<file path="src/rtl/pla_pkg.sv">
`timescale 1ns/1ps
package pla_pkg;

  // Strobes handed from the control decoder to the datapath.
  typedef struct packed {
    logic clearAll;   // wipe every term (synchronous reset)
    logic writeOk;    // load the addressed term this edge
  } plaStrobe_t;

  // One literal of a product term: absent literals pass, present ones
  // pass when the input matches the stored polarity.
  function automatic logic litPass(input logic useBit,
                                   input logic polBit,
                                   input logic x);
    return (!useBit) || (x == polBit);
  endfunction

endpackage

</file>
<file path="src/rtl/pla_ctrl.sv">
`timescale 1ns/1ps
module pla_ctrl
  import pla_pkg::*;
#(
  parameter int N_TERM = 7,
  parameter int TIDX_W = 3
) (
  input  logic              rst,
  input  logic              cfgWrEn,
  input  logic [TIDX_W-1:0] cfgTermIdx,
  output plaStrobe_t        strb
);

  localparam logic [TIDX_W:0] TERM_LIMIT = (TIDX_W+1)'(N_TERM);

  logic idxInRange;

  // Indices at or beyond the term count are dropped here.
  assign idxInRange = ({1'b0, cfgTermIdx} < TERM_LIMIT);

  always_comb begin
    strb          = '0;
    strb.clearAll = rst;
    strb.writeOk  = cfgWrEn && !rst && idxInRange;
  end

endmodule

</file>
<file path="src/rtl/pla_datapath.sv">
`timescale 1ns/1ps
module pla_datapath
  import pla_pkg::*;
#(
  parameter int N_IN   = 3,
  parameter int N_OUT  = 4,
  parameter int N_TERM = 7,
  parameter int TIDX_W = 3
) (
  input  logic              clk,
  input  plaStrobe_t        strb,
  input  logic [TIDX_W-1:0] termIdx,
  input  logic [N_IN-1:0]   useIn,
  input  logic [N_IN-1:0]   polIn,
  input  logic [N_OUT-1:0]  maskIn,
  input  logic [N_IN-1:0]   dataIn,
  output logic [N_TERM-1:0] termHit,
  output logic [N_OUT-1:0]  dataOut
);

  localparam int OR_BITS = N_TERM * N_OUT;

  logic [OR_BITS-1:0] orFlat;

  // AND plane: one storage slice and one product per term.
  for (genvar t = 0; t < N_TERM; t++) begin : g_term
    logic [N_IN-1:0]  useQ;
    logic [N_IN-1:0]  polQ;
    logic [N_OUT-1:0] orQ;
    logic [N_IN-1:0]  litOk;
    logic             selThis;

    assign selThis = strb.writeOk && (termIdx == TIDX_W'(t));

    always_ff @(posedge clk) begin
      if (strb.clearAll) begin
        useQ <= '0;
        polQ <= '0;
        orQ  <= '0;
      end else if (selThis) begin
        useQ <= useIn;
        polQ <= polIn;
        orQ  <= maskIn;
      end
    end

    for (genvar i = 0; i < N_IN; i++) begin : g_lit
      assign litOk[i] = litPass(useQ[i], polQ[i], dataIn[i]);
    end

    assign termHit[t]                  = &litOk;
    assign orFlat[t*N_OUT +: N_OUT]    = orQ;
  end

  // OR plane: gather each output's column of connection bits.
  for (genvar j = 0; j < N_OUT; j++) begin : g_out
    logic [N_TERM-1:0] colMask;
    for (genvar t = 0; t < N_TERM; t++) begin : g_col
      assign colMask[t] = orFlat[t*N_OUT + j];
    end
    assign dataOut[j] = |(colMask & termHit);
  end

endmodule

</file>
<file path="src/rtl/pla_fabric.sv">
`timescale 1ns/1ps
module pla_fabric
  import pla_pkg::*;
#(
  parameter int N_IN   = 3,
  parameter int N_OUT  = 4,
  parameter int N_TERM = 7,
  parameter int TIDX_W = (N_TERM > 1) ? $clog2(N_TERM + 1) : 1
) (
  input  logic              clk,
  input  logic              rst,
  input  logic              cfgWrEn,
  input  logic [TIDX_W-1:0] cfgTermIdx,
  input  logic [N_IN-1:0]   cfgUse,
  input  logic [N_IN-1:0]   cfgPol,
  input  logic [N_OUT-1:0]  cfgOrMask,
  input  logic [N_IN-1:0]   dataIn,
  output logic [N_OUT-1:0]  dataOut
);

  plaStrobe_t        strb;
  logic [N_TERM-1:0] termHit;

  pla_ctrl #(
    .N_TERM (N_TERM),
    .TIDX_W (TIDX_W)
  ) u_ctrl (
    .rst        (rst),
    .cfgWrEn    (cfgWrEn),
    .cfgTermIdx (cfgTermIdx),
    .strb       (strb)
  );

  pla_datapath #(
    .N_IN   (N_IN),
    .N_OUT  (N_OUT),
    .N_TERM (N_TERM),
    .TIDX_W (TIDX_W)
  ) u_dp (
    .clk     (clk),
    .strb    (strb),
    .termIdx (cfgTermIdx),
    .useIn   (cfgUse),
    .polIn   (cfgPol),
    .maskIn  (cfgOrMask),
    .dataIn  (dataIn),
    .termHit (termHit),
    .dataOut (dataOut)
  );

endmodule

</file>
<file path="config.mk">
export PLATFORM = sky130hd
export DESIGN_NAME = pla_fabric
export DESIGN_NICKNAME = d
export VERILOG_FILES = /design/src/rtl/pla_pkg.sv /design/src/rtl/pla_ctrl.sv /design/src/rtl/pla_datapath.sv /design/src/rtl/pla_fabric.sv
export SDC_FILE = /design/constraint.sdc
export NUM_CORES = 1
export LEC_CHECK = 0
export CORE_ASPECT_RATIO = 2
export CORE_MARGIN = 1
export CORE_UTILIZATION = 62
export CTS_BUF_LIST = sky130_fd_sc_hd__clkbuf_4 sky130_fd_sc_hd__clkbuf_8 sky130_fd_sc_hd__clkbuf_16
export CTS_CLUSTER_SIZE = 8
export DETAILED_ROUTE_END_ITERATION = 16
export PLACE_DENSITY = 0.84
export SLEW_MARGIN = 5
export SYNTH_ARGS = -nofsm -noshare
export SYNTH_HDL_FRONTEND = slang
export SYNTH_SLANG_ARGS = --single-unit
export TNS_END_PERCENT = 100
</file>
<file path="constraint.sdc">
create_clock -name clk -period 2.7 [get_ports clk]
set_clock_uncertainty 0.15 [all_clocks]
set_input_delay 0.54 -clock clk [delete_from_list [all_inputs] [get_ports clk]]
set_output_delay 0.54 -clock clk [all_outputs]
set_load 0.01 [all_outputs]
</file>
==> results of run 1 <==
[state kept, by name, summed over array words and instances, names as in the netlist]
register,count
u_dp.g_term.orQ,28
u_dp.g_term.useQ,21
u_dp.g_term.polQ,21
[cell type report]
type | instances | area share, %
tap | 55 | 1.90
clock inverter | 7 | 3.31
sequential | 70 | 38.6
timing repair buffer | 51 | 11.6
clock buffer | 9 | 3.41
multi-input combinational | 209 | 41.2
[cell families (layout without fill, tap and decap cells)]
kind of cell              after synthesis  in the layout  synth area share [%]
DFF                                    70             70                  47.4
and+or+nand+nor                        99             99                  15.2
AOI/OAI and AO/OA                      29             29                  7.03
buffers and inverters                  19             67                  3.77
muxes                                  60             60                  20.3
xor gates and xnor gates               21             21                  6.22
[critical path, stage by stage]
cell and delay, ns:
clkbuf_2 0.09, buf_6 0.12, xor2_1 0.14, a222oi_1 0.44, buf_4 0.21, buf_6 0.10
a22oi_2 0.07, nand4_1 0.10, buf_2 0.13
[how the worst max path moves through the flow]
stage	to	slack [ns]	cells past startpoint
5_1_grt	dataOut[0]	0.002	9
3_5_place_dp	dataOut[1]	-0.55	8
3_3_place_gp	dataOut[1]	-0.57	8
4_1_cts	dataOut[0]	0.007	9
2_1_floorplan	dataOut[2]	0.43	5
6_report	dataOut[0]	0.06	9
[layer usage]
metal	share of wire, %	vias up	global-route usage (%)
met5	0	-	0
met4	4.4	0	22.2
met3	5.0	29	5.66
met2	55	93	56.8
met1	36	1140	31.1
li1	-	1120	-
[synth_stat cells]
cell | instances | area, um^2
dfxtp_1 | 70 | 1400
nor2_1 | 61 | 229
mux2i_1 | 60 | 601
xor2_1 | 21 | 184
nand3_1 | 14 | 70.1
a22oi_1 | 13 | 97.6
nand2_1 | 12 | 45.0
a21oi_1 | 10 | 50.1
clkbuf_1 | 8 | 30.0
a222oi_1 | 6 | 60.1
buf_2 | 5 | 25.0
nand4_1 | 4 | 25.0
buf_4 | 3 | 22.5
buf_6 | 3 | 33.8
nand3b_1 | 2 | 15.0
nor3b_1 | 2 | 15.0
and3_1 | 1 | 6.26
nand2b_1 | 1 | 6.26
nand3b_4 | 1 | 20.0
nor3b_4 | 1 | 18.8
[what timing repair did]
action	CTS	global route
setup buffers	5	6
setup endpoints to repair	4	4
resized for setup	28	10
pin swaps	8	6
[layout by cell type, fill, tap and decap left out, drive strengths merged]
cell,synthesis,layout
nor3b,3,3
and3,1,1
clkbuf,8,12
a222oi,6,6
clkinvlp,0,1
nor2,61,61
nand2,12,12
nand4,4,4
xor2,21,21
inv,0,2
nand3b,3,3
clkdlybuf4s50,0,14
a22oi,13,13
nand2b,1,1
nand3,14,14
mux2i,60,60
clkinv,0,1
buf,11,34
dfxtp,70,70
a21oi,10,10
bufinv,0,3
[power groups by stage]
| stage | clock [mW] | combinational, mW | sequential (mW) |
|---|---|---|---|
| 6_report | 1.03 | 0.172 | 1.05 |
| 5_1_grt | 1.08 | 0.183 | 1.05 |
| 4_1_cts | 1.04 | 0.164 | 1.05 |
| 3_5_place_dp | 0 | 0.162 | 1.08 |
| 3_3_place_gp | 0 | 0.160 | 1.08 |
| 2_1_floorplan | 0 | 0.0870 | 1.07 |
==> reports/qor.yml, run 1 <==
pwr:
  p_clk_share_pct: 45.6
  vdd_drop_max_v: 0.000687
  seq_power_share_pct: 46.8
  p_sw_mw: 0.513
  p_leak_nw: 1.60
  combPwrFrac_pct: 7.6
  swShare_pct: 22.8
  power_density_mw_per_mm2: 621
  p_total_mw: 2.25
  internal_power_mw: 1.74
cells_and_area:
  fillers: 299
  final_nets: 360
  multiInputGateArea_mm2: 0.00150
  layout.cells.non_filler: 401
  antennaDiodeCount: 0
  area_delta_synth_final_pct: 22.8
  fin_area_mm2: 0.00363
  fin_util_pct: 78.9
  register_area_mm2: 0.00140
  drive_gt1_share_pct: 18.5
min_path:
  holdPathStages: 2
  min_from: "u_dp.g_term[0].useQ[0]"
  hold_path_end: "u_dp.g_term[0].useQ[0]"
  min_path_type: "reg -> reg"
global_routing:
  antenna_found_initial: 0
  grt_pass1_vias: 2321
  grt_max_degree: 71
  track_usage_pct: 31.6
  overflow: 0
  grt_pass1_wl_um: 11300
detailed_routing:
  vias: 2382
  wl_per_cell_um: 18.3
  ant_nets: 0
  drcViolationCount: 0
  wirelength_um: 7320
  dr.pass1.iters: 5
  viasPerCell: 5.94
  drt_iter0_markers: 124
setup_path:
  regToRegEndpoint: "u_dp.g_term[1].polQ[2]"
  r2r-start: "u_dp.g_term[1].polQ[2]"
  start_kind: "primary input"
  ff2ff_setup_slack_ns: 1.82
  crit_path_max_fanout: 5
  reg2reg_depth: 2
  crit_path_end_kind: "output pin"
  arrival_ns: 1.95
  cp.required_ns: 2.01
  crit_type: "in -> out"
  critPathLaunch: "dataIn[2]"
place:
  placed_cells: 375
  gp_congestion: 0.892
  port_buffers: 22
  post-dp-hpwl_um: 4830
  dp_slack_ns: -0.550
  place_area_mm2: 0.00328
flow_run:
  drv_cap: 0
timing:
  slew_headroom_pct: 52.3
  setup_viol: 0
  worst_pin_slew_ns: 0.716
  fin_hold_ws_ns: 0.311
  min_period_ns: 2.64
  finalCritPeriodShare_pct: 97.8
  timing.final.ws_setup_ns: 0.0601
  fin_setup_tns_ns: 0
  drv_slew: 0
  hold_viol: 0
  fmax_mhz: 379
  rsz0062_at_grt: "no"
die:
  rows: 35
  dieWidth_um: 50.8
  die_h_um: 99.6
  ios: 23
  core_mm2: 0.00460
  start_util_pct: 64.3
  die_area_mm2: 0.00506
clock_network:
  postCtsHoldBufs: 0
  htree_num_levels: 3
  clk_path_buf_depth: 2
  cts.sinks: 70
  path_clk_slew_ns: 0.08
  cts-root-buf: "clkbuf_8"
  numCtsBuffers: 9
  cts_tree: "done"
  worst_skew_pair.late_latency_ns: 0.35
yosys:
  yosysUniqueCellTypes: 20
  synth_area_mm2: 0.00296
  yosysWarnings: 0
  ys_seq_area_share_pct: 47.4
  synthCells: 298
  avgSynthCellArea_um2: 9.92
  synth_nets: 317
  ys_seq_elements: 70
status:
  status: "finished, final reports clean"
No activity file was read; power rests on OpenSTA's default activity.
==> run 2: changes to the inputs <==
CAP_MARGIN = 5   (was not set)
HOLD_SLACK_MARGIN = 0.05   (was not set)
==> results of run 2 <==
The final DEF is identical to that of run 1; final timing and power are the same.
